File: src/rtl/rcven_cal.sv
module rcven_cal #(
  parameter int LANES      = 8,
  parameter int TAP_MAX    = 14,
  parameter int MED_MAX    = 3,
  parameter int COARSE_MAX = 15,
  parameter int SETTLE_CYC = 2,
  parameter int RST_WAIT   = 3,
  localparam int LW = $clog2(LANES),
  localparam int CW = $clog2(COARSE_MAX + 1),
  localparam int MW = $clog2(MED_MAX + 1),
  localparam int TW = $clog2(TAP_MAX + 1)
) (
  input  logic             clk,
  input  logic             rst_n,
  input  logic             start,
  input  logic [CW-1:0]    cas_lat,
  input  logic             smp_valid,
  input  logic             smp_level,
  output logic             probe_rst_n,
  output logic             rd_req,
  output logic [LANES-1:0] rcv_en,
  output logic [LW-1:0]    lane_sel,
  output logic [CW-1:0]    dly_coarse,
  output logic [MW-1:0]    dly_medium,
  output logic [TW-1:0]    dly_tap,
  output logic [2:0]       dly_pi,
  output logic [MW*LANES-1:0] res_medium,
  output logic [TW*LANES-1:0] res_tap,
  output logic [2*LANES-1:0]  coarse_ofs,
  output logic             done,
  output logic             fail,
  output logic [LW-1:0]    fail_lane
);
  localparam int CMAXV = (SETTLE_CYC > RST_WAIT) ? SETTLE_CYC : RST_WAIT;
  localparam int CNTW  = $clog2(CMAXV + 1);

  typedef struct packed {
    logic          err;
    logic [CW-1:0] c;
    logic [MW-1:0] m;
    logic [TW-1:0] t;
  } dly_t;

  typedef enum logic [2:0] {S_IDLE, S_SETTLE, S_PLO, S_PHI, S_PRD, S_PWT, S_NORM} st_t;
  typedef enum logic [2:0] {PH_LOW, PH_HIGH1, PH_FINE1, PH_VERIFY, PH_CDEC, PH_HIGH2, PH_FINE2} ph_t;

  st_t st;
  ph_t ph, nph;
  logic [CNTW-1:0] cnt;
  logic [LW-1:0]   lane;
  logic [CW-1:0]   cur_c, mn;
  logic [MW-1:0]   cur_m;
  logic [TW-1:0]   cur_t;
  logic [2:0]      pi, npi;
  logic [CW-1:0]   lc [LANES];
  logic [2*LANES-1:0] ofs_n;
  dly_t cur, nd;
  logic fin;

  function automatic dly_t inc_med(dly_t d);
    dly_t r = d;
    if (d.m < MW'(MED_MAX)) r.m = d.m + 1'b1;
    else if (d.c < CW'(COARSE_MAX)) begin r.m = '0; r.c = d.c + 1'b1; end
    else r.err = 1'b1;
    return r;
  endfunction

  function automatic dly_t dec_med(dly_t d);
    dly_t r = d;
    if (d.m != '0) r.m = d.m - 1'b1;
    else if (d.c != '0) begin r.m = MW'(MED_MAX); r.c = d.c - 1'b1; end
    else r.err = 1'b1;
    return r;
  endfunction

  function automatic dly_t inc_tap(dly_t d);
    dly_t r = d;
    if (d.t == TW'(TAP_MAX)) begin r = inc_med(d); r.t = '0; end
    else r.t = d.t + 1'b1;
    return r;
  endfunction

  function automatic dly_t dec_tap(dly_t d);
    dly_t r = d;
    if (d.t != '0) r.t = d.t - 1'b1;
    else begin r = dec_med(d); r.t = TW'(TAP_MAX); end
    return r;
  endfunction

  function automatic logic [MW-1:0] start_med(logic [LW-1:0] l);
    return MW'((int'(l) / 2) % (MED_MAX + 1));
  endfunction

  assign cur = '{err: 1'b0, c: cur_c, m: cur_m, t: cur_t};

  always_comb begin
    nd  = cur;
    nph = ph;
    npi = pi;
    fin = 1'b0;
    unique case (ph)
      PH_LOW: begin
        nd = inc_med(cur);
        if (!smp_level) nph = PH_HIGH1;
      end
      PH_HIGH1, PH_HIGH2: begin
        if (smp_level) begin
          nd  = inc_tap(dec_med(cur));
          nph = (ph == PH_HIGH1) ? PH_FINE1 : PH_FINE2;
        end else nd = inc_med(cur);
      end
      PH_FINE1: begin
        if (smp_level) begin
          nd  = inc_med(dec_tap(cur));
          npi = 3'd3;
          nph = PH_VERIFY;
        end else nd = inc_tap(cur);
      end
      PH_VERIFY, PH_CDEC: begin
        if (!smp_level) begin
          if (ph == PH_VERIFY) nd.err = 1'b1;
          else begin nd = inc_med(cur); nph = PH_HIGH2; end
        end else if (cur_c == '0) nd.err = 1'b1;
        else begin nd.c = cur_c - 1'b1; nph = PH_CDEC; end
      end
      PH_FINE2: begin
        if (smp_level) begin
          nd  = dec_tap(cur);
          npi = 3'd7;
          fin = 1'b1;
        end else nd = inc_tap(cur);
      end
      default: nd.err = 1'b1;
    endcase
  end

  always_comb begin
    mn = '1;
    for (int l = 0; l < LANES; l++)
      if (lc[l] < mn) mn = lc[l];
    for (int l = 0; l < LANES; l++)
      ofs_n[2*l +: 2] = (lc[l] == '0) ? 2'd0 : 2'(lc[l] - mn);
  end

  always_ff @(posedge clk or negedge rst_n) begin
    if (!rst_n) begin
      st <= S_IDLE; ph <= PH_LOW; cnt <= '0; lane <= '0;
      cur_c <= '0; cur_m <= '0; cur_t <= '0; pi <= '0;
      for (int l = 0; l < LANES; l++) lc[l] <= '0;
      res_medium <= '0; res_tap <= '0; coarse_ofs <= '0;
      done <= 1'b0; fail <= 1'b0; fail_lane <= '0;
    end else begin
      done <= 1'b0;
      unique case (st)
        S_IDLE: if (start) begin
          fail <= 1'b0; fail_lane <= '0; lane <= '0;
          cur_c <= cas_lat + 1'b1; cur_m <= start_med('0); cur_t <= '0; pi <= '0;
          ph <= PH_LOW; cnt <= '0; st <= S_SETTLE;
        end
        S_SETTLE: if (cnt == CNTW'(SETTLE_CYC - 1)) begin cnt <= '0; st <= S_PLO; end
                  else cnt <= cnt + 1'b1;
        S_PLO:    if (cnt == CNTW'(RST_WAIT - 1)) begin cnt <= '0; st <= S_PHI; end
                  else cnt <= cnt + 1'b1;
        S_PHI:    if (cnt == CNTW'(RST_WAIT - 1)) begin cnt <= '0; st <= S_PRD; end
                  else cnt <= cnt + 1'b1;
        S_PRD:    st <= S_PWT;
        S_PWT: if (smp_valid) begin
          cnt <= '0;
          if (nd.err) begin
            fail <= 1'b1; fail_lane <= lane; done <= 1'b1; st <= S_IDLE;
          end else if (fin) begin
            lc[lane] <= nd.c;
            res_medium[int'(lane)*MW +: MW] <= nd.m;
            res_tap[int'(lane)*TW +: TW]    <= nd.t;
            if (lane == LW'(LANES - 1)) begin
              cur_c <= nd.c; cur_m <= nd.m; cur_t <= nd.t; pi <= npi; st <= S_NORM;
            end else begin
              lane <= lane + 1'b1;
              cur_c <= cas_lat + 1'b1; cur_m <= start_med(lane + 1'b1); cur_t <= '0;
              pi <= '0; ph <= PH_LOW; st <= S_SETTLE;
            end
          end else begin
            cur_c <= nd.c; cur_m <= nd.m; cur_t <= nd.t; pi <= npi; ph <= nph;
            st <= S_SETTLE;
          end
        end
        S_NORM: begin
          cur_c <= mn; coarse_ofs <= ofs_n; done <= 1'b1; st <= S_IDLE;
        end
        default: st <= S_IDLE;
      endcase
    end
  end

  assign probe_rst_n = (st != S_PLO);
  assign rd_req      = (st == S_PRD);
  assign rcv_en      = (st != S_IDLE && st != S_NORM) ? (LANES'(1) << lane) : '0;
  assign lane_sel    = lane;
  assign dly_coarse  = cur_c;
  assign dly_medium  = cur_m;
  assign dly_tap     = cur_t;
  assign dly_pi      = pi;
endmodule

File: config.mk
export PLATFORM = sky130hd
export DESIGN_NAME = rcven_cal
export DESIGN_NICKNAME = d
export VERILOG_FILES = /design/src/rtl/rcven_cal.sv
export SDC_FILE = /design/constraint.sdc
export NUM_CORES = 1
export LEC_CHECK = 0
export BUFFER_PORTS_ARGS = -buffer_cell sky130_fd_sc_hd__buf_2
export CORE_MARGIN = 2
export CORE_UTILIZATION = 45
export DETAILED_ROUTE_END_ITERATION = 8
export GPL_ROUTABILITY_DRIVEN = 0
export PLACE_DENSITY = 0.7
export SLEW_MARGIN = 20
export SYNTH_ARGS = -nofsm -noshare
export SYNTH_HDL_FRONTEND = slang
export SYNTH_SLANG_ARGS = --single-unit
File: constraint.sdc
create_clock -name clk -period 14.6 [get_ports clk]
set_input_delay 2.92 -clock clk [delete_from_list [all_inputs] [get_ports clk]]
set_output_delay 2.92 -clock clk [all_outputs]
set_load 0.01 [all_outputs]
**Yosys cells after proc, flatten, opt, wreduce, memory -nomap -nowiden**

Cells that the tools add are included.

- Register bits: 125
- Bits of input ports: 9
- Output and inout port bits: 95
- Word-level logic and storage cells: 269

- Add/subtract/negate cells: 23
- $lt $le $gt $ge: 16
- Equality and inequality tests: 34
- Shift operators: 5
- Mux-type cells: 136
- Bitwise logic cells: 2
- Reduce and logical (&&, ||, !) cells: 31

Operator list:

| cell | count |
|---|---|
| 2-to-1 mux 3 bit | 32 |
| 2-to-1 mux 4 bit | 22 |
| bitwise mux 32 bit | 2 |
| 2-to-1 mux 6 bit | 9 |
| one-hot mux 10 bit (5 select lines) | 1 |
| 2-to-1 mux 2 bit | 23 |
| 2-to-1 mux 5 bit | 8 |
| logical NOT 4 bit | 9 |
| 2-to-1 mux 7 bit | 5 |
| 2-to-1 mux 11 bit | 3 |
| negator 4 -> 33 bit | 1 |
| negator 5 -> 33 bit | 1 |
| variable shift 2 x 33 -> 16 bit (first input constant) | 1 |
| variable shift 4 x 33 -> 32 bit (first input constant) | 1 |
| indexed part select 2 x 33 -> 16 bit | 1 |
| indexed part select 4 x 33 -> 32 bit | 1 |
| one-hot mux 3 bit (2 select lines) | 5 |
| less-than comparator 4 bit | 7 |
| == test 3 bit (second input constant) | 7 |
| adder 4 x 1 -> 4 bit (second input constant) | 5 |
| inequality test 2 bit (second input constant) | 9 |
| one-hot mux 3 bit (6 select lines) | 1 |
| bitwise mux 16 bit | 1 |
| less-than comparator 4 bit (second input constant) | 4 |
| 43 further kinds | 88 |

**Logic depth before layout (Yosys ltp)**

Gate-level depths: netlist of run 1.

- Depth in word-level cells: 18
- Gate-level depth with buffers: 52
- Gate-level depth less buffers: 52

**Worst setup path after synthesis of run 1**

Ideal clock, no wire load.

- Path type: reg2reg
- Start: register lc[31] in the netlist's numbering
- End: register coarse_ofs[15]
- Arrival time: 9.018 ns
- Slack: 5.513 ns
- Cell stages (with the launch flop): 49
- Buffers on the path: 1
- Clock period less this slack: 9.087 ns
- Cells stage by stage: dfrtp_1 -> clkbuf_1 -> ha_1 -> nor2b_1 -> nor3_1 -> a21oi_1 -> a31oi_1 -> ha_1 -> o21ba_2 -> nor2_1 -> a31o_2 -> a21oi_1 -> a21oi_1 -> inv_1 -> ha_1 -> nor2b_1 -> o21ai_0 -> o21ai_0 -> (+13 left out) -> a21oi_1 -> ha_1 -> a21oi_1 -> o21ai_0 -> or2_2 -> o31ai_1 -> nand2_1 -> o41ai_1 -> nor2_1 -> ha_1 -> a21oi_1 -> nand3_1 -> o21ai_2 -> mux2i_1 -> ha_1 -> or4_1 -> a21o_1 -> nand3_1

- Cells in the longest elaborated chain, start to end: 18

RTL lines:

| element | line | source |
|---|---|---|
| start: declaration | 55 | `logic [CW-1:0] lc [LANES];` |
| start signal: indexed assignment | 172 | `lc[lane] <= nd.c;` |
| less-than comparator 4 bit | 140 | `if (lc[l] < mn) mn = lc[l];` |
| 2-to-1 mux 4 bit * | 140 |  |
| less-than comparator 4 bit | 140 |  |
| 2-to-1 mux 4 bit * | 140 |  |
| less-than comparator 4 bit | 140 |  |
| 2-to-1 mux 4 bit * | 140 |  |
| less-than comparator 4 bit | 140 |  |
| 2-to-1 mux 4 bit * | 140 |  |
| (+2 left out) | n/a |  |
| less-than comparator 4 bit | 140 |  |
| 2-to-1 mux 4 bit * | 140 |  |
| less-than comparator 4 bit | 140 |  |
| 2-to-1 mux 4 bit * | 140 |  |
| less-than comparator 4 bit | 140 |  |
| 2-to-1 mux 4 bit * | 140 |  |
| subtractor 2 bit * | 142 | `ofs_n[2*l +: 2] = (lc[l] == '0) ? 2'd0 : 2'(lc[l] - mn);` |
| 2-to-1 mux 2 bit * | 142 |  |
| end signal: assignment | 150 | `res_medium <= '0; res_tap <= '0; coarse_ofs <= '0;` |
| end signal: assignment | 188 | `cur_c <= mn; coarse_ofs <= ofs_n; done <= 1'b1; st <= S_IDLE;` |
| end: declaration | 29 | `output logic [2*LANES-1:0] coarse_ofs,` |

Mark *: on every way between the ends. The rest lies on a longest branch, timed or not.
A chain may end at the register's enable or synchronous reset.

**Worst setup path after layout of run 1**

- Start: register lc[27] in the netlist's numbering
- End: register coarse_ofs[15]

- Cells in the longest elaborated chain, start to end: 16

RTL lines:

| element | line |
|---|---|
| less-than comparator 4 bit | 140 |
| 2-to-1 mux 4 bit * | 140 |
| less-than comparator 4 bit | 140 |
| 2-to-1 mux 4 bit * | 140 |
| less-than comparator 4 bit | 140 |
| 2-to-1 mux 4 bit * | 140 |
| less-than comparator 4 bit | 140 |
| 2-to-1 mux 4 bit * | 140 |
| less-than comparator 4 bit | 140 |
| 2-to-1 mux 4 bit * | 140 |
| less-than comparator 4 bit | 140 |
| 2-to-1 mux 4 bit * | 140 |
| less-than comparator 4 bit | 140 |
| 2-to-1 mux 4 bit * | 140 |
| subtractor 2 bit * | 142 |
| 2-to-1 mux 2 bit * | 142 |

Marked as above.

==> results_tabular.tex, run 1 <==
\begin{tabular}{lr}
\hline
Metric & Value \\
\hline
\multicolumn{2}{l}{\textbf{Outcome}} \\
\quad Run status & finished clean \\
\multicolumn{2}{l}{\textbf{Drt}} \\
\quad Count of vias placed by the detailed router & 7757 \\
\quad Routed wl met3 & 1110 um \\
\quad Starting DRT DRC Count & 552 \\
\quad Highest routed metal layer & met4 \\
\quad Post-route DRC & 0 \\
\quad Length of routed wiring on met1 & 10500 um \\
\quad Count of antenna-violating nets left after detailed routing & 0 \\
\quad Number of detailed-routing iterations run before antenna repair & 5 \\
\quad Wire length on met2 & 11100 um \\
\quad Detailed Route WL & 23300 um \\
\quad Wire per inst & 17.8 um \\
\quad Mean number of vias per cell & 5.92 \\
\multicolumn{2}{l}{\textbf{Clock tree}} \\
\quad Number of gates resized after CTS & 0 \\
\quad Insertion delay to the later sink of the worst-skew pair & 420 ps \\
\quad Number of hold-repair buffers added at the cts stage & 0 \\
\quad TritonCTS clock tree & done \\
\quad Number of setup buffers added after CTS & 0 \\
\quad Cell at the root of the clock tree & sky130\_fd\_sc\_hd\_\_clkbuf\_16 \\
\quad Number of buffers between clock root and the deepest sink & 2 \\
\quad H-tree depth & 4 \\
\quad Clock buffer count from CTS & 17 \\
\quad Post-CTS clock slew at the launch and capture registers of the worst setup and hold paths & 60 ps \\
\quad Clock sink count & 125 \\
\multicolumn{2}{l}{\textbf{Floorplan}} \\
\quad Die outline height & 142 um \\
\quad Standard cell core area & 18700 um2 \\
\quad I/O pin cnt & 104 \\
\quad Area enclosed by the die boundary & 20200 um2 \\
\quad Die Wd & 142 um \\
\quad Initial core utilization & 0.458 \\
\quad Standard-cell rows & 50 \\
\multicolumn{2}{l}{\textbf{Power and ir drop}} \\
\quad Peak ir drop on the vdd network & 0.0669 mV \\
\quad Power Dens Cells & 127 nW/um2 \\
\quad Cell leakage power & 4.64 nW \\
\multicolumn{2}{l}{\textbf{Finish}} \\
\quad Number of nets in the finished design & 1124 \\
\quad Fin util & 0.525 \\
\quad Signed area change from the synthesized netlist to the final layout & 14.8\% \\
\quad Layout cell share with drive strength beyond 1 & 0.191 \\
\quad Post-route non-filler standard cell count & 1310 \\
\quad Finished layout cell area & 9830 um2 \\
\quad Count of inserted antenna diode cells & 0 \\
\multicolumn{2}{l}{\textbf{Hold path}} \\
\quad Hold path startpoint & res\_tap[18] \\
\quad Worst hold path endpoint & res\_tap[18] \\
\quad Worst Hold Path Cells & 2 \\
\quad Tightest Hold Check Type & reg -> reg \\
\multicolumn{2}{l}{\textbf{Synth}} \\
\quad Share of flip-flops with an asynchronous set or reset & 1.00 \\
\quad Synth cell types & 81 \\
\quad Proportion of synthesized chip area in sequential cells & 0.365 \\
\quad Top\_reg\_cell synth & sky130\_fd\_sc\_hd\_\_dfrtp\_1 \\
\quad Synth warnings & 0 \\
\quad Mapped cell area & 8560 um2 \\
\quad Post-synthesis cell count & 986 \\
\quad Number of register bits inferred by synthesis & 125 \\
\quad Number of synthesized flops with an enable pin & 0 \\
\quad Net count after synthesis & 1047 \\
\quad Avg Cell Area, Syn & 8.69 um2 \\
\multicolumn{2}{l}{\textbf{Critical path}} \\
\quad Worst r2r path cells & 48 \\
\quad Required time of the critical path & 14890 ps \\
\quad CP dominant cell by count & sky130\_fd\_sc\_hd\_\_ha\_1 \\
\quad Reg-to-reg slack, setup & 3950 ps \\
\quad Largest stage delay, worst path & 850 ps \\
\quad Worst Path Max Fanout & 9 \\
\quad Crit Path Class & reg -> reg \\
\quad Data arrival time of the critical path & 10940 ps \\
\quad Startpoint Class & register \\
\quad Slowest stage cell, crit path & sky130\_fd\_sc\_hd\_\_mux2i\_1 \\
\quad Setup crit end kind & register \\
\quad Worst r2r src & lc[27] \\
\quad Worst R2R End & coarse\_ofs[15] \\
\multicolumn{2}{l}{\textbf{Timing}} \\
\quad Time the final worst path needs with I/O delays and setup & 10650 ps \\
\quad Total setup violations reported at the end of the flow & 0 \\
\quad Final count of hold timing violations & 0 \\
\quad Setup\_tns & 0 ps \\
\quad Post-Route Skew & 11.0 ps \\
\quad Max frequency & 93.9 MHz \\
\quad Part of the cycle the worst path needs & 0.729 \\
\quad Max Transition Viols Final & 0 \\
\quad Measured slew at the worst slew-check pin & 1050 ps \\
\quad Relative slew slack & 0.294 \\
\quad Unrepaired setup endpoints after global routing & false \\
\quad Min Hold Slack & 471 ps \\
\multicolumn{2}{l}{\textbf{Global routing}} \\
\quad Number of antenna violations at the first check in global routing & 0 \\
\quad Vias in the first global route & 7355 \\
\quad Total global routing overflow & 0 \\
\quad Largest net degree at the start of global routing & 73 \\
\quad Global-route wire length before repair & 38000 um \\
\quad Combined global-route utilization of all metal layers & 0.236 \\
\multicolumn{2}{l}{\textbf{Placement}} \\
\quad Cell Count Post-Placement & 1278 \\
\quad Placed inst area & 9200 um2 \\
\quad Hpwl dp & 16800 um \\
\quad Port Buffers & 103 \\
\multicolumn{2}{l}{\textbf{Run}} \\
\quad Number of maximum-capacitance violations & 0 \\
\hline
\end{tabular}
## final cells by class
type                            count  area [um2]
Clock inverter                     13         178
Timing Repair Buffer              109         563
Inverter                           40         150
Tap cell                          234         293
Sequential cell                   125        3130
Fill cell                        1717        8880
Clock buffer                       19         443
Multi-Input combinational cell    770        5070
## worst max path at each step
stage	startpoint	to	slack, ps	depth (start not counted)
2_1_floorplan	lc[31]	coarse_ofs[15]	5510	48
3_3_place_gp	lc[27]	coarse_ofs[15]	4560	47
3_5_place_dp	lc[27]	coarse_ofs[15]	4150	47
4_1_cts	lc[27]	coarse_ofs[15]	4050	48
5_1_grt	lc[27]	coarse_ofs[15]	2830	48
6_report	lc[27]	coarse_ofs[15]	3950	48
## cells by family after synthesis
kind of cell | Yosys count | synth area share
DFF | 125 | 0.365
and+or+nand+nor | 346 | 0.188
buffers and inverters | 91 | 0.0431
xor gates and xnor gates | 27 | 0.0276
muxes | 55 | 0.0706
AOI/OAI and AO/OA | 290 | 0.229
adders and majority gates | 52 | 0.0760
## cell usage after synthesis, types with 5 or more instances
library cell,number,share of area
sky130_fd_sc_hd__nor2_1,92,0.040
sky130_fd_sc_hd__mux2i_1,12,0.014
sky130_fd_sc_hd__nand2b_1,18,0.013
sky130_fd_sc_hd__ha_1,52,0.076
sky130_fd_sc_hd__a21o_1,7,0.0061
sky130_fd_sc_hd__inv_1,40,0.018
sky130_fd_sc_hd__nand3_1,24,0.014
sky130_fd_sc_hd__nor3_1,15,0.0088
sky130_fd_sc_hd__and3_1,10,0.0073
sky130_fd_sc_hd__nand4_1,6,0.0044
sky130_fd_sc_hd__o211ai_1,6,0.0053
sky130_fd_sc_hd__a2bb2oi_1,5,0.0051
sky130_fd_sc_hd__xnor2_1,15,0.015
sky130_fd_sc_hd__and2_1,10,0.0073
sky130_fd_sc_hd__o21ai_1,8,0.0047
sky130_fd_sc_hd__mux2_2,43,0.057
sky130_fd_sc_hd__xor2_1,12,0.012
sky130_fd_sc_hd__or2_2,7,0.0051
sky130_fd_sc_hd__o22ai_1,6,0.0044
sky130_fd_sc_hd__a21oi_1,60,0.035
sky130_fd_sc_hd__clkbuf_1,41,0.018
sky130_fd_sc_hd__o31ai_1,16,0.014
sky130_fd_sc_hd__dfrtp_1,125,0.37
sky130_fd_sc_hd__nand2_1,128,0.056
sky130_fd_sc_hd__a211oi_1,5,0.0044
sky130_fd_sc_hd__a31oi_1,9,0.0066
sky130_fd_sc_hd__o41ai_1,16,0.016
sky130_fd_sc_hd__a22o_1,10,0.010
sky130_fd_sc_hd__nor2b_1,10,0.0073
sky130_fd_sc_hd__o21a_1,7,0.0061
sky130_fd_sc_hd__o21ai_0,79,0.046
## report_power, final
group          leakage [nW]  internal [W]  total (W)  switching (W)
logic                  2.67      0.000144   0.000384       0.000239
registers              1.67      0.000360   0.000416      0.0000558
clock network         0.304      0.000277   0.000446       0.000169
total                  4.64      0.000782    0.00125       0.000464
## metal layers
layer  GRT usage  vias to the layer above
li1            -                     3738
met1       0.320                     3761
met2       0.383                      211
met3      0.0350                       47
met4      0.0911                        0
met5           0                        -
## cells in the final DEF (no fill, tap or decap), types with 7 or more instances in the layout
| cell | synthesis | layout |
|---|---|---|
| sky130_fd_sc_hd__a21o_1 | 7 | 7 |
| sky130_fd_sc_hd__a21oi_1 | 60 | 60 |
| sky130_fd_sc_hd__a22o_1 | 10 | 10 |
| sky130_fd_sc_hd__a31oi_1 | 9 | 9 |
| sky130_fd_sc_hd__and2_1 | 10 | 10 |
| sky130_fd_sc_hd__and3_1 | 10 | 10 |
| sky130_fd_sc_hd__buf_2 | 4 | 102 |
| sky130_fd_sc_hd__buf_4 | 0 | 7 |
| sky130_fd_sc_hd__clkbuf_16 | 0 | 17 |
| sky130_fd_sc_hd__dfrtp_1 | 125 | 125 |
| sky130_fd_sc_hd__ha_1 | 52 | 52 |
| sky130_fd_sc_hd__inv_1 | 40 | 40 |
| sky130_fd_sc_hd__mux2_2 | 43 | 43 |
| sky130_fd_sc_hd__mux2i_1 | 12 | 12 |
| sky130_fd_sc_hd__nand2_1 | 128 | 128 |
| sky130_fd_sc_hd__nand2b_1 | 18 | 18 |
| sky130_fd_sc_hd__nand3_1 | 24 | 24 |
| sky130_fd_sc_hd__nor2_1 | 92 | 92 |
| sky130_fd_sc_hd__nor2b_1 | 10 | 10 |
| sky130_fd_sc_hd__nor3_1 | 15 | 15 |
| sky130_fd_sc_hd__o21a_1 | 7 | 7 |
| sky130_fd_sc_hd__o21ai_0 | 79 | 79 |
| sky130_fd_sc_hd__o21ai_1 | 8 | 8 |
| sky130_fd_sc_hd__o31ai_1 | 16 | 16 |
| sky130_fd_sc_hd__o41ai_1 | 16 | 16 |
| sky130_fd_sc_hd__or2_2 | 7 | 7 |
| sky130_fd_sc_hd__xnor2_1 | 15 | 15 |
| sky130_fd_sc_hd__xor2_1 | 12 | 12 |
## stage by stage
step                total power, W  setup WS (ps)
global route               0.00131           2830
finish                     0.00125           3950
floorplan                 0.000681           5510
detailed placement        0.000794           4150
CTS                        0.00124           4050
global placement          0.000789           4560
## critical path, delay by kind of cell, from the launching register on
kind | cells | cell delay (ps)
compound gates | 19 | 3580
mux | 3 | 1660
buf+inv | 2 | 130
flops | 1 | 410
simple gates | 16 | 2380
fa+ha+maj | 8 | 2310
## sequential cells by signal, indices dropped and copies added (netlist names)
signal and flops:
fail_lane 3, res_medium 16, ph 3, st 3, coarse_ofs 16, done 1, lane_sel 3, dly_coarse 4
dly_medium 2, dly_tap 4, cnt 2, lc 32, fail 1, dly_pi 3, res_tap 32
No activity file was read; power rests on OpenSTA's default activity.
==> run 2, diff against run 1 <==
- ABC_AREA: unset -> 1
- PLACE_DENSITY: 0.7 -> 0.71
- clock period: 14.6 -> 10.1 ns (I/O delays scaled with it)
==> run 2 against run 1 <==
Design area decreased by 2.4%. Clock power increased by 39%. Sequential share of layout area rose by 0.80 points. Hold slack about the same. Via count up 1.6%. Total power increased by 57%. Global-route usage rose by 0.89 points. Cell count increased by 10%. Sequential power up 35%. Register-to-register slack lost 1300 ps. Combinational power grew 100%.
==> results_tabular.tex, run 2 <==
\begin{tabular}{lr}
\hline
Metric & Value \\
\hline
\multicolumn{2}{l}{\textbf{Clock tree}} \\
\quad Number of buffers between clock root and the deepest sink & 2 (unchanged) \\
\quad Number of hold-repair buffers added at the cts stage & 0 (unchanged) \\
\quad Cell at the root of the clock tree & sky130\_fd\_sc\_hd\_\_clkbuf\_16 (unchanged) \\
\quad H-tree depth & 4 (unchanged) \\
\quad Insertion delay to the later sink of the worst-skew pair & 430 ps (was 420 ps) \\
\quad Clock sink count & 125 (unchanged) \\
\quad Number of gates resized after CTS & 0 (unchanged) \\
\quad Post-CTS clock slew at the launch and capture registers of the worst setup and hold paths & 60 ps (about the same) \\
\quad Number of setup buffers added after CTS & 0 (unchanged) \\
\quad TritonCTS clock tree & done (unchanged) \\
\quad Clock buffer count from CTS & 17 (unchanged) \\
\multicolumn{2}{l}{\textbf{Finish}} \\
\quad Signed area change from the synthesized netlist to the final layout & 16.3\% (was 14.8\%) \\
\quad Register area & 3130 um2 (unchanged) \\
\quad Leading cell type in the layout, fill and taps excluded & sky130\_fd\_sc\_hd\_\_nand2\_1 (unchanged) \\
\quad Multi-input gate area in the final layout & 4460 um2 (was 5070 um2) \\
\quad Number of nets in the finished design & 1266 (was 1124) \\
\quad Fin util & 0.534 (was 0.525) \\
\quad Largest regs & lc: 32 flops, res\_tap: 32 flops (unchanged) \\
\quad Count of inserted antenna diode cells & 0 (unchanged) \\
\quad Commonest non-fill, non-tap cells in the layout & sky130\_fd\_sc\_hd\_\_nand2\_1 (239), sky130\_fd\_sc\_hd\_\_inv\_1 (146), sky130\_fd\_sc\_hd\_\_o21ai\_0 (144) (was sky130\_fd\_sc\_hd\_\_nand2\_1 (128), sky130\_fd\_sc\_hd\_\_dfrtp\_1 (125), sky130\_fd\_sc\_hd\_\_buf\_2 (102)) \\
\quad Filler Cell Count & 1700 (was 1717) \\
\quad Layout cell share with drive strength beyond 1 & 0.144 (was 0.191) \\
\multicolumn{2}{l}{\textbf{Floorplan}} \\
\quad I/O pin cnt & 104 (unchanged) \\
\quad Die Wd & 139 um (was 142 um) \\
\quad Die outline height & 139 um (was 142 um) \\
\quad Initial core utilization & 0.459 (was 0.458) \\
\quad Area enclosed by the die boundary & 19400 um2 (was 20200 um2) \\
\quad Standard cell core area & 18000 um2 (was 18700 um2) \\
\quad Standard-cell rows & 49 (was 50) \\
\multicolumn{2}{l}{\textbf{Synth}} \\
\quad Top\_reg\_cell synth & sky130\_fd\_sc\_hd\_\_dfrtp\_1 (unchanged) \\
\quad Number of register bits inferred by synthesis & 125 (unchanged) \\
\quad Mapped cell area & 8240 um2 (was 8560 um2) \\
\quad Area share of the largest cell type after synthesis & 0.379 (was 0.365) \\
\quad Avg Cell Area, Syn & 7.47 um2 (was 8.69 um2) \\
\quad Cell with the most instances after synthesis & sky130\_fd\_sc\_hd\_\_nand2\_1 (unchanged) \\
\quad Net count after synthesis & 1165 (was 1047) \\
\quad Synth warnings & 0 (unchanged) \\
\quad Synth cell types & 49 (was 81) \\
\quad Proportion of synthesized chip area in sequential cells & 0.379 (was 0.365) \\
\quad Number of synthesized flops with an enable pin & 0 (unchanged) \\
\quad Share of flip-flops with an asynchronous set or reset & 1.00 (unchanged) \\
\quad Commonest cells in the synthesized netlist & sky130\_fd\_sc\_hd\_\_nand2\_1 (239), sky130\_fd\_sc\_hd\_\_inv\_1 (146), sky130\_fd\_sc\_hd\_\_o21ai\_0 (144) (was sky130\_fd\_sc\_hd\_\_nand2\_1 (128), sky130\_fd\_sc\_hd\_\_dfrtp\_1 (125), sky130\_fd\_sc\_hd\_\_nor2\_1 (92)) \\
\quad Post-synthesis cell count & 1104 (was 986) \\
\quad Cell type with the largest total area after synthesis & sky130\_fd\_sc\_hd\_\_dfrtp\_1 (unchanged) \\
\quad Top post-synthesis cells by area & sky130\_fd\_sc\_hd\_\_dfrtp\_1 (38\%), sky130\_fd\_sc\_hd\_\_nand2\_1 (11\%), sky130\_fd\_sc\_hd\_\_o21ai\_0 (8.7\%) (was sky130\_fd\_sc\_hd\_\_dfrtp\_1 (37\%), sky130\_fd\_sc\_hd\_\_ha\_1 (7.6\%), sky130\_fd\_sc\_hd\_\_mux2\_2 (5.7\%)) \\
\multicolumn{2}{l}{\textbf{Global routing}} \\
\quad Vias in the first global route & 7486 (was 7355) \\
\quad Global-route wire length before repair & 38600 um (was 38000 um) \\
\quad Combined global-route utilization of all metal layers & 0.245 (was 0.236) \\
\quad Number of antenna violations at the first check in global routing & 0 (unchanged) \\
\quad Largest net degree at the start of global routing & 71 (was 73) \\
\quad Total global routing overflow & 0 (unchanged) \\
\multicolumn{2}{l}{\textbf{Timing}} \\
\quad Measured slew at the worst slew-check pin & 906 ps (was 1050 ps) \\
\quad Post-Route Skew & 7.57 ps (was 11.0 ps) \\
\quad Max frequency & 135 MHz (was 93.9 MHz) \\
\quad Part of the cycle the worst path needs & 0.735 (was 0.729) \\
\quad Unrepaired setup endpoints after global routing & false (unchanged) \\
\quad Total setup violations reported at the end of the flow & 0 (unchanged) \\
\quad Final count of hold timing violations & 0 (unchanged) \\
\quad Min Hold Slack & 471 ps (about the same) \\
\quad Time the final worst path needs with I/O delays and setup & 7430 ps (was 10650 ps) \\
\quad Fin worst setup slack & 2670 ps (was 3950 ps) \\
\quad Relative slew slack & 0.391 (was 0.294) \\
\quad Max Transition Viols Final & 0 (unchanged) \\
\quad Setup\_tns & 0 ps (unchanged) \\
\multicolumn{2}{l}{\textbf{Critical path}} \\
\quad Crit Path Class & reg -> reg (unchanged) \\
\quad Slowest stage cell, crit path & sky130\_fd\_sc\_hd\_\_dfrtp\_1 (was sky130\_fd\_sc\_hd\_\_mux2i\_1) \\
\quad Required time of the critical path & 10470 ps (was 14890 ps) \\
\quad Worst r2r src & lc[27] (unchanged) \\
\quad Kind of cell adding the most delay to the critical path & simple AND/OR/NAND/NOR gates (was compound AO/OA/AOI/OAI gates) \\
\quad Stages on the worst setup path & 54 (was 48) \\
\quad Critical path startpoint & lc[27] (unchanged) \\
\quad Count of buffer and inverter cells on the critical path & 7 (was 2) \\
\quad Data arrival time of the critical path & 7800 ps (was 10940 ps) \\
\quad Worst r2r path cells & 54 (was 48) \\
\quad Setup crit end kind & register (unchanged) \\
\quad Largest stage delay, worst path & 420 ps (was 850 ps) \\
\quad Startpoint Class & register (unchanged) \\
\quad CP dominant cell by count & sky130\_fd\_sc\_hd\_\_nand2\_1 (was sky130\_fd\_sc\_hd\_\_ha\_1) \\
\quad Worst Path Max Fanout & 8 (was 9) \\
\multicolumn{2}{l}{\textbf{Drt}} \\
\quad Mean number of vias per cell & 5.45 (was 5.92) \\
\quad Wire per inst & 16.0 um (was 17.8 um) \\
\quad Starting DRT DRC Count & 614 (was 552) \\
\quad Post-route DRC & 0 (unchanged) \\
\quad Count of vias placed by the detailed router & 7880 (was 7757) \\
\quad Number of detailed-routing iterations run before antenna repair & 5 (unchanged) \\
\quad Detailed Route WL & 23200 um (was 23300 um) \\
\quad Count of antenna-violating nets left after detailed routing & 0 (unchanged) \\
\multicolumn{2}{l}{\textbf{Power and ir drop}} \\
\quad Cell leakage power & 4.84 nW (was 4.64 nW) \\
\quad Peak ir drop on the vdd network & 0.117 mV (was 0.0669 mV) \\
\quad Power Dens Cells & 204 nW/um2 (was 127 nW/um2) \\
\multicolumn{2}{l}{\textbf{Hold path}} \\
\quad Tightest Hold Check Type & reg -> reg (unchanged) \\
\quad Hold path startpoint & coarse\_ofs[9] (was res\_tap[18]) \\
\quad Worst Hold Path Cells & 2 (unchanged) \\
\multicolumn{2}{l}{\textbf{Placement}} \\
\quad Post-Place Setup Slack & 2730 ps (was 4150 ps) \\
\quad Hpwl dp & 17200 um (was 16800 um) \\
\quad Port Buffers & 103 (unchanged) \\
\multicolumn{2}{l}{\textbf{Outcome}} \\
\quad Run status & finished clean (unchanged) \\
\multicolumn{2}{l}{\textbf{Run}} \\
\quad Number of maximum-capacitance violations & 0 (unchanged) \\
\hline
\end{tabular}
run 2: cell count changes after synthesis, moves of 12 or more:
| cell | delta |
|---|---|
| sky130_fd_sc_hd__a21oi_1 | -17 |
| sky130_fd_sc_hd__clkbuf_1 | -21 |
| sky130_fd_sc_hd__inv_1 | +106 |
| sky130_fd_sc_hd__mux2_2 | -39 |
| sky130_fd_sc_hd__nand2_1 | +111 |
| sky130_fd_sc_hd__nand2_2 | +12 |
| sky130_fd_sc_hd__nand2b_1 | -18 |
| sky130_fd_sc_hd__nand3_1 | +52 |
| sky130_fd_sc_hd__nand3b_1 | +13 |
| sky130_fd_sc_hd__o21ai_0 | +65 |
| sky130_fd_sc_hd__xnor2_1 | -12 |
run 2: tightest hold or removal path: cells and delay by family (launching register included):
family	cells	cell delay, ps
AND/OR/NAND/NOR	2	100
flip-flops	1	340
run 2: path summary, 6_finish.rpt:
kind	end	slack [ps]
max	coarse_ofs[3]	2670
min	coarse_ofs[9]	470
max reg2reg	coarse_ofs[3]	2670
min reg2reg	coarse_ofs[9]	470
max in group asynchronous	res_medium[15]	7140
min in group asynchronous	coarse_ofs[12]	1720
run 2: per-layer routing:
metal  track usage  part of all wire  up-vias
met2         0.380              0.45      257
met4        0.0696             0.017        0
met3        0.0740             0.076       33
met1         0.333              0.45     3686
met5             0                 0        -
li1              -                 -     3904
run 2: cell families after synthesis:
kind of cell / count (synthesis) / share of synthesized area
compound gates: 259 / 0.182
xor+xnor: 19 / 0.0202
fa+ha+maj: 52 / 0.0789
buf+inv: 178 / 0.0817
flops: 125 / 0.379
mux: 6 / 0.00789
simple gates: 465 / 0.249
run 2: final cells by class:
| cell class | instances | area share |
|---|---|---|
| clock buffer | 18 | 0.0458 |
| tap | 229 | 0.0299 |
| inverter | 155 | 0.0607 |
| clock inverter | 14 | 0.0166 |
| sequential | 125 | 0.326 |
| timing repair buffer | 105 | 0.0556 |
| multi-input combinational | 801 | 0.465 |
run 2: through the flow:
| stage | total power [W] | cell area, um2 | cells |
|---|---|---|---|
| final | 0.00195 | 9590 | 1447 |
| after global routing | 0.00209 | 9590 | 1447 |
| after CTS | 0.00195 | 9580 | 1447 |
| after detailed placement | 0.00133 | 8980 | 1415 |
| after global placement | 0.00131 | 8980 | 1415 |
| after floorplan | 0.00112 | 8240 | 1104 |
run 2: report_power, final:
part	leakage [nW]	internal [W]	switching [W]
sequential	1.72	0.000526	0.0000343
combinational	2.83	0.000253	0.000519
clock	0.288	0.000374	0.000247
==> run 3, diff against run 2 <==
- clock period: 10.1 -> 7 ns (I/O delays scaled with it)
==> run 3 against run 2 <==
Global-route usage shrank 0.79 points. Fmax grew 8.5%. Sequential share of layout area shrank 1.6 points. Sequential power grew 44%. Largest cell class unchanged. Design area grew 5.1%. Total power grew 55%. Critical path depth grew 6. Clock power grew 56%. Highest routed layer is now met5.
==> results_tabular.tex, run 3 (same netlist as run 2, synthesis figures left out) <==
\begin{tabular}{lr}
\hline
Metric & Value \\
\hline
\multicolumn{2}{l}{\textbf{Clock tree}} \\
\quad Insertion delay to the later sink of the worst-skew pair & 430 ps (about the same) \\
\quad TritonCTS clock tree & done (unchanged) \\
\quad H-tree depth & 4 (unchanged) \\
\quad Clock sink count & 125 (unchanged) \\
\quad Number of hold-repair buffers added at the cts stage & 0 (unchanged) \\
\quad Clock buffer count from CTS & 17 (unchanged) \\
\quad Post-CTS clock slew at the launch and capture registers of the worst setup and hold paths & 60 ps (about the same) \\
\quad Number of buffers between clock root and the deepest sink & 2 (unchanged) \\
\quad Cell at the root of the clock tree & sky130\_fd\_sc\_hd\_\_clkbuf\_16 (unchanged) \\
\multicolumn{2}{l}{\textbf{Hold path}} \\
\quad Tightest Hold Check Type & reg -> reg (unchanged) \\
\multicolumn{2}{l}{\textbf{Floorplan}} \\
\quad Die Wd & 139 um (unchanged) \\
\quad Initial core utilization & 0.459 (unchanged) \\
\quad Standard-cell rows & 49 (unchanged) \\
\quad Standard cell core area & 18000 um2 (unchanged) \\
\quad I/O pin cnt & 104 (unchanged) \\
\quad Die outline height & 139 um (unchanged) \\
\quad Area enclosed by the die boundary & 19400 um2 (unchanged) \\
\multicolumn{2}{l}{\textbf{Outcome}} \\
\quad Run status & finished clean (unchanged) \\
\multicolumn{2}{l}{\textbf{Power and ir drop}} \\
\quad Power Dens Cells & 300 nW/um2 (was 204 nW/um2) \\
\quad Total chip power & 0.00302 W (was 0.00195 W) \\
\quad Cell leakage power & 5.04 nW (was 4.84 nW) \\
\quad Peak ir drop on the vdd network & 0.242 mV (was 0.117 mV) \\
\multicolumn{2}{l}{\textbf{Critical path}} \\
\quad Setup crit end kind & register (unchanged) \\
\quad Worst Path Max Fanout & 8 (unchanged) \\
\quad Slowest stage cell, crit path & sky130\_fd\_sc\_hd\_\_dfrtp\_1 (unchanged) \\
\quad Largest stage delay, worst path & 380 ps (was 420 ps) \\
\quad Data arrival time of the critical path & 7160 ps (was 7800 ps) \\
\quad Required time of the critical path & 7310 ps (was 10470 ps) \\
\quad CP dominant cell by count & sky130\_fd\_sc\_hd\_\_nand2\_2 (was sky130\_fd\_sc\_hd\_\_nand2\_1) \\
\quad Startpoint Class & register (unchanged) \\
\quad Crit Path Class & reg -> reg (unchanged) \\
\quad Reg-to-reg slack, setup & 160 ps (was 2670 ps) \\
\multicolumn{2}{l}{\textbf{Timing}} \\
\quad Max frequency & 146 MHz (was 135 MHz) \\
\quad Total setup violations reported at the end of the flow & 0 (unchanged) \\
\quad Unrepaired setup endpoints after global routing & true (was false) \\
\quad Part of the cycle the worst path needs & 0.978 (was 0.735) \\
\quad Final count of hold timing violations & 0 (unchanged) \\
\quad Min Hold Slack & 472 ps (was 471 ps) \\
\quad Max Transition Viols Final & 0 (unchanged) \\
\quad Time the final worst path needs with I/O delays and setup & 6840 ps (was 7430 ps) \\
\quad Relative slew slack & 0.294 (was 0.391) \\
\quad Measured slew at the worst slew-check pin & 1060 ps (was 906 ps) \\
\quad Post-Route Skew & 5.93 ps (was 7.57 ps) \\
\multicolumn{2}{l}{\textbf{Drt}} \\
\quad Wire per inst & 16.0 um (about the same) \\
\quad Detailed Route WL & 23600 um (was 23200 um) \\
\quad Count of vias placed by the detailed router & 8087 (was 7880) \\
\quad Count of antenna-violating nets left after detailed routing & 0 (unchanged) \\
\quad Post-route DRC & 0 (unchanged) \\
\quad Starting DRT DRC Count & 653 (was 614) \\
\quad Mean number of vias per cell & 5.48 (was 5.45) \\
\quad Number of detailed-routing iterations run before antenna repair & 6 (was 5) \\
\multicolumn{2}{l}{\textbf{Placement}} \\
\quad Port Buffers & 103 (unchanged) \\
\quad Placed inst area & 9090 um2 (was 8980 um2) \\
\quad Hpwl dp & 17300 um (was 17200 um) \\
\multicolumn{2}{l}{\textbf{Global routing}} \\
\quad Global-route wire length before repair & 37300 um (was 38600 um) \\
\quad Vias in the first global route & 7351 (was 7486) \\
\quad Largest net degree at the start of global routing & 68 (was 71) \\
\quad Total global routing overflow & 0 (unchanged) \\
\quad Number of antenna violations at the first check in global routing & 1 (was 0) \\
\quad Combined global-route utilization of all metal layers & 0.237 (was 0.245) \\
\multicolumn{2}{l}{\textbf{Finish}} \\
\quad Finished layout cell area & 10100 um2 (was 9590 um2) \\
\quad Count of inserted antenna diode cells & 0 (unchanged) \\
\quad Multi-input gate area in the final layout & 4680 um2 (was 4460 um2) \\
\quad Layout cell share with drive strength beyond 1 & 0.193 (was 0.144) \\
\quad Filler Cell Count & 1686 (was 1700) \\
\quad Leading cell type in the layout, fill and taps excluded & sky130\_fd\_sc\_hd\_\_nand2\_1 (unchanged) \\
\quad Fin util & 0.561 (was 0.534) \\
\quad Register area & 3130 um2 (unchanged) \\
\quad Number of nets in the finished design & 1294 (was 1266) \\
\quad Signed area change from the synthesized netlist to the final layout & 22.3\% (was 16.3\%) \\
\quad Commonest non-fill, non-tap cells in the layout & sky130\_fd\_sc\_hd\_\_nand2\_1 (231), sky130\_fd\_sc\_hd\_\_inv\_1 (143), sky130\_fd\_sc\_hd\_\_o21ai\_0 (138) (was sky130\_fd\_sc\_hd\_\_nand2\_1 (239), sky130\_fd\_sc\_hd\_\_inv\_1 (146), sky130\_fd\_sc\_hd\_\_o21ai\_0 (144)) \\
\quad Largest regs & lc: 32 flops, res\_tap: 32 flops (unchanged) \\
\multicolumn{2}{l}{\textbf{Run}} \\
\quad Number of maximum-capacitance violations & 0 (unchanged) \\
\hline
\end{tabular}
[run 3: final cells by class]
type / instances / area share
multi-input cells: 801 / 0.464
flip-flops and latches: 125 / 0.310
well taps: 229 / 0.0284
repair buffers: 133 / 0.0750
clock buffers: 18 / 0.0436
clock inverters: 14 / 0.0206
inverters: 155 / 0.0580
[run 3: timing repair]
item / 4_1_cts / 5_1_grt
setup endpoints to repair: 7 / 20
pin swaps: 0 / 37
resized for setup: 3 / 55
buffers inserted: 0 / 15
hold endpoints to repair: 0 / 0
[run 3: through the flow]
step / setup TNS (ps) / std cells / setup WS [ps]
after global routing: -3230 / 1475 / -327
after floorplan: 0 / 1104 / 338
after detailed placement: -865 / 1428 / -129
final: 0 / 1475 / 156
after global placement: 0 / 1428 / 159
after CTS: 0 / 1460 / 39.0
[run 3: final timing paths]
path | start | cells past startpoint | end
max in group asynchronous | rst_n | 2 | res_tap[14]
hold reg to reg | coarse_ofs[11] | 2 | coarse_ofs[11]
min in group asynchronous | rst_n | 1 | coarse_ofs[7]
setup / recovery | lc[31] | 60 | coarse_ofs[11]
hold / removal | coarse_ofs[11] | 2 | coarse_ofs[11]
setup reg to reg | lc[31] | 60 | coarse_ofs[11]
[run 3: worst max-delay path, delay by kind of cell, from the launching register on]
family | cells | cell delay, ps
DFF | 1 | 380
and+or+nand+nor | 33 | 2500
adders and majority gates | 8 | 1950
buffers and inverters | 11 | 700
xor gates and xnor gates | 1 | 140
AOI/OAI and AO/OA | 7 | 980
[run 3: power by group]
| part | switching [W] | internal [W] |
|---|---|---|
| sequential | 0.0000493 | 0.000760 |
| combinational | 0.000789 | 0.000456 |
| clock | 0.000355 | 0.000613 |
| total | 0.00119 | 0.00183 |
[run 3: routing by layer]
metal | global-route usage | up-vias | routed length (um)
li1 | - | 3972 | -
met1 | 0.320 | 3806 | 10400
met2 | 0.371 | 260 | 10800
met3 | 0.0767 | 47 | 1970
met4 | 0.0590 | 2 | 438
met5 | 0 | - | 14
